--- src/rtl/pkt_commit_writer.sv ---
module pkt_commit_writer #(
  parameter int LEN_W  = 11,
  parameter int QDEPTH = 4
) (
  input  logic             clk,
  input  logic             rst_n,
  input  logic             wr_en,
  input  logic             pkt_end,
  input  logic [LEN_W-1:0] auto_len,
  input  logic             rd_pop,
  output logic [LEN_W-1:0] desc_len,
  output logic             q_empty,
  output logic             q_full,
  output logic             late_err
);
  localparam int PTR_W = (QDEPTH > 1) ? $clog2(QDEPTH) : 1;
  localparam int QC_W  = $clog2(QDEPTH + 1);

  logic [LEN_W-1:0] cnt, len_q, len_eff, cnt_inc, push_len;
  logic [LEN_W-1:0] slot [QDEPTH];
  logic [PTR_W-1:0] wp, rp;
  logic [QC_W-1:0]  qc, qc_nx;
  logic             hit, auto_go, man_go, push, pop;

  assign len_eff  = (cnt == '0) ? ((auto_len == '0) ? LEN_W'(1) : auto_len) : len_q;
  assign cnt_inc  = cnt + LEN_W'(1);
  assign hit      = wr_en && (cnt_inc == len_eff);
  assign auto_go  = hit && !q_full;
  assign man_go   = pkt_end && !q_full && !hit;
  assign push     = auto_go || man_go;
  assign pop      = rd_pop && !q_empty;
  assign push_len = auto_go ? len_eff : (wr_en ? cnt_inc : cnt);
  assign qc_nx    = qc + QC_W'(push) - QC_W'(pop);
  assign desc_len = slot[rp];

  always_ff @(posedge clk) begin
    if (!rst_n) begin
      cnt      <= '0;
      len_q    <= LEN_W'(1);
      wp       <= '0;
      rp       <= '0;
      qc       <= '0;
      q_empty  <= 1'b1;
      q_full   <= 1'b0;
      late_err <= 1'b0;
    end else begin
      if (push) cnt <= '0;
      else if (wr_en && !hit) cnt <= cnt_inc;
      if (cnt == '0) len_q <= len_eff;
      if (push) wp <= (wp == PTR_W'(QDEPTH - 1)) ? '0 : wp + PTR_W'(1);
      if (pop)  rp <= (rp == PTR_W'(QDEPTH - 1)) ? '0 : rp + PTR_W'(1);
      qc      <= qc_nx;
      q_empty <= (qc_nx == '0);
      q_full  <= (qc_nx == QC_W'(QDEPTH));
      if (pkt_end && auto_go) late_err <= 1'b1;
    end
  end

  always_ff @(posedge clk) begin
    if (push) slot[wp] <= push_len;
  end

  AST_FLAGS_EXCLUSIVE: assert property (@(posedge clk) disable iff (!rst_n)
    !(q_empty && q_full));
  AST_FULL_HOLDS: assert property (@(posedge clk) disable iff (!rst_n)
    q_full && !rd_pop |=> q_full);
  AST_EMPTY_HOLDS: assert property (@(posedge clk) disable iff (!rst_n)
    q_empty && !wr_en && !pkt_end |=> q_empty);
  AST_ERR_STICKY: assert property (@(posedge clk) disable iff (!rst_n)
    late_err |=> late_err);
  AST_ERR_CAUSE: assert property (@(posedge clk) disable iff (!rst_n)
    $rose(late_err) |-> $past(pkt_end && wr_en));
endmodule

--- config.mk ---
export PLATFORM = sky130hd
export DESIGN_NAME = pkt_commit_writer
export DESIGN_NICKNAME = d
export VERILOG_FILES = /design/src/rtl/pkt_commit_writer.sv
export SDC_FILE = /design/constraint.sdc
export NUM_CORES = 1
export LEC_CHECK = 0
export BUFFER_PORTS_ARGS = -buffer_cell sky130_fd_sc_hd__buf_2
export CORE_MARGIN = 2
export CORE_UTILIZATION = 53
export DETAILED_ROUTE_END_ITERATION = 7
export PLACE_DENSITY = 0.8
export RECOVER_POWER = 50
export SYNTH_ARGS = -nofsm -noshare
export SYNTH_HDL_FRONTEND = slang
export SYNTH_SLANG_ARGS = --single-unit
--- constraint.sdc ---
create_clock -name clk -period 4.03 [get_ports clk]
set_clock_uncertainty 0.05 [all_clocks]
set_input_delay 0.403 -clock clk [delete_from_list [all_inputs] [get_ports clk]]
set_output_delay 0.403 -clock clk [all_outputs]
set_load 0.02 [all_outputs]
==> flow_summary.toml <==
[finish]
antenna_cells = 0
nets = 423
area_growth_pct = 19.9
drive_gt1_share_pct = 31.3
fillCellCount = 526

[synthesis]
synth-simple-area-share_pct = 17.6
synthAdderAreaFrac_pct = 3.28
synthFlopType = "edfxtp_1"
async_flop_share_pct = 0
synthXorXnorAreaFrac_pct = 3.90
synth_top_family_by_area = "simple AND/OR/NAND/NOR gates"
synth_cell_types = 61
syn-num-nets = 370
syn_area_per_cell_sq_um = 11.7
synth_compound_area_share_pct = 13.8
synth_edf_count = 44
synth_seq_area_share_pct = 49.6
syn_inst = 344
ys_ff_latch = 78
muxShareOfSynthArea_pct = 8.21
syn-cell-area_sq_um = 4040
synth_warnings = 0

[floorplan]
die_h_um = 91.3
rows = 31
coreArea_sq_um = 7330
die_w_um = 91.3
io_pins = 30
initial_core_util_pct = 55.1
dieArea_sq_um = 8330

[global_routing]
grt_pass1_wl_um = 14200
antenna_found_initial = 0
grtUsageTotal_pct = 21.7
gr-total-overflow = 0
grt_start_max_net_pins = 25
grt_pass1_vias = 2848

[routing]
drc = 0
post_drt_via_cell_ratio = 6.00
ant_nets = 0
num_vias = 3004
first_pass_iters = 5
wl_per_cell_um = 18.0
drt-initial-drc-count = 210
wl_um = 9020

[sta]
finalCriticalPeriod_ns = 3.97
fin_crit_sh_pct = 98.6
fmax_mhz = 252
setup_tns_ns = 0
timing.final.ws_setup_ns = 0.0575
report.final.slew_viol_count = 0
hold_viol_final = 0
timing.slew.headroom_pct = 50.1
rsz0062_at_grt = "true"
setup_viol = 0
worst_pin_slew_ns = 0.748

[critical_path]
worst-path-max-fanout = 5
arrival_ns = 4.21
critPathKind = "reg -> reg"
cp.required_ns = 4.26
endpoint_kind = "flop"
start_kind = "flop"

[pwr]
p_leak_nw = 1.78
p_per_area_nw_per_um2 = 486
vdd_drop_max_mv = 0.262

[cts]
clk_pin_slew_ns = 0.08
ctsLongestPathBuffers = 2
htreeDepth = 3
cts_inserted_buffers = 9
cts_tree = "done"
cts-root-buf = "clkbuf_8"
clock-sinks = 78
clock_latency_ns = 0.35
cts-hold-fix-buffers = 0

[run]
cap_violations = 0

[outcome]
status = "finished, final reports clean"

[placement]
place_hpwl_um = 5960
place_congestion = 0.868
pre_cts_ws_ns = -0.0301
io_buffers = 29

[hold_path]
hold_path_class = "in -> reg"
layer usage:
metal  share of wire (%)  vias to the layer above  track usage (%)
met2                  51                      132             36.3
li1                    -                     1420                -
met5                   0                        -                0
met1                  41                     1434             28.3
met4                 1.8                        0             8.59
met3                 5.9                       18             3.57
per-stage QoR:
stage	instances	utilization [%]	instance area, sq um	total power (W)	hold WS (ns)
global route	501	66.0	4840	0.00246	0.331
global placement	471	60.0	4400	0.00161	0.401
CTS	489	64.0	4690	0.00234	0.285
detailed placement	471	60.0	4400	0.00164	0.441
floorplan	344	-	4100	0.00147	0.403
finish	501	66.0	4840	0.00235	0.294
sequential cells by signal, summed over array words and instances (netlist names), named ones only:
| name | cells |
|---|---|
| q_full | 1 |
| q_empty | 1 |
| wp | 2 |
| len_q | 11 |
| qc | 3 |
| cnt | 11 |
| rp | 2 |
| late_err | 1 |
| slot | 44 |
worst max-delay path, stage by stage (launching register included):
cell	delay, ns
dfxtp_2	0.34
inv_2	0.08
ha_4	0.14
or4b_4	0.55
o31ai_2	0.32
a21oi_1	0.13
nor4_2	0.25
buf_4	0.16
nand4_4	0.11
o31ai_4	0.27
inv_1	0.07
ha_1	0.27
inv_1	0.04
ha_2	0.17
fa_2	0.36
xnor2_2	0.17
xnor2_1	0.14
and2_1	0.16
nor3b_2	0.14
synth_stat cells (3+ instances only):
cell	count	area share (%)
a211oi_1	6	1.1
a21boi_0	7	1.3
a21oi_1	6	0.74
a31oi_1	6	0.93
a41oi_1	5	1.1
and2_1	7	1.1
buf_2	7	0.87
clkbuf_1	8	0.74
dfxtp_1	34	17
edfxtp_1	44	33
ha_1	9	2.8
inv_1	12	1.1
mux2i_1	7	1.7
mux4_2	11	6.1
nand2_1	38	3.5
nand3_1	7	0.87
nand4_1	16	2.5
nor2_1	16	1.5
nor2b_1	6	0.93
nor3_1	3	0.37
nor4_1	5	0.77
o211a_1	4	0.99
o211ai_1	4	0.74
o21a_1	3	0.56
o21ai_0	5	0.62
o31a_1	3	0.65
o31ai_1	5	0.93
o31ai_2	3	0.93
or2_2	3	0.46
or3_1	5	0.77
xnor2_1	11	2.4
worst paths after layout:
kind / from / cells after the start / to / slack (ns)
worst max-delay path: cnt[1]$_SDFFE_PP0P_ / 18 / q_full$_SDFF_PN0_ / 0.06
worst min-delay path: auto_len[1] / 3 / len_q[1]$_SDFFE_PN0N_ / 0.29
worst max register to register: cnt[1]$_SDFFE_PP0P_ / 18 / q_full$_SDFF_PN0_ / 0.06
worst min register to register: len_q[1]$_SDFFE_PN0N_ / 2 / len_q[1]$_SDFFE_PN0N_ / 0.45
where the power goes:
part	internal [W]	total, W	switching [W]
clock	0.000412	0.000696	0.000284
sequential	0.000958	0.00102	0.0000635
combinational	0.000292	0.000634	0.000342
total	0.00166	0.00235	0.000690
cell usage in the layout, fill, tap and decap left out, drive strengths merged, types with 5 or more instances in the layout:
| cell | netlist | layout |
|---|---|---|
| buf | 12 | 59 |
| edfxtp | 44 | 44 |
| nand2 | 39 | 39 |
| dfxtp | 34 | 34 |
| nand4 | 17 | 17 |
| nor2 | 16 | 16 |
| xnor2 | 13 | 13 |
| inv | 12 | 12 |
| clkbuf | 8 | 12 |
| mux4 | 11 | 11 |
| ha | 9 | 9 |
| o31ai | 9 | 9 |
| nor4 | 9 | 9 |
| mux2i | 8 | 8 |
| nand3 | 7 | 7 |
| and2 | 7 | 7 |
| a21boi | 7 | 7 |
| nor2b | 6 | 6 |
| a21oi | 6 | 6 |
| a31oi | 6 | 6 |
| a211oi | 6 | 6 |
| o21ai | 5 | 5 |
| or3 | 5 | 5 |
| a41oi | 5 | 5 |
what timing repair did:
action	4_1_cts	5_1_grt
pin swaps	1	17
setup endpoints to repair	1	3
cloned	1	0
setup buffers	1	12
gates resized for setup	7	13
logic make-up (layout without fill, tap and decap cells):
kind of cell / Yosys count / count (layout)
simple gates: 122 / 123
flops: 78 / 78
compound gates: 68 / 68
buf+inv: 32 / 89
mux: 19 / 19
xor+xnor: 15 / 15
fa+ha+maj: 10 / 10
final cells by class:
cell class / instances / area, sq um / area share (%)
tap: 99 / 124 / 2.56
multi-input combinational: 235 / 2030 / 41.9
timing repair buffer: 61 / 392 / 8.09
clock buffer: 10 / 128 / 2.64
sequential: 78 / 2010 / 41.5
clock inverter: 6 / 111 / 2.30
inverter: 12 / 47.5 / 0.982
(Power assumes the default switching activity.)
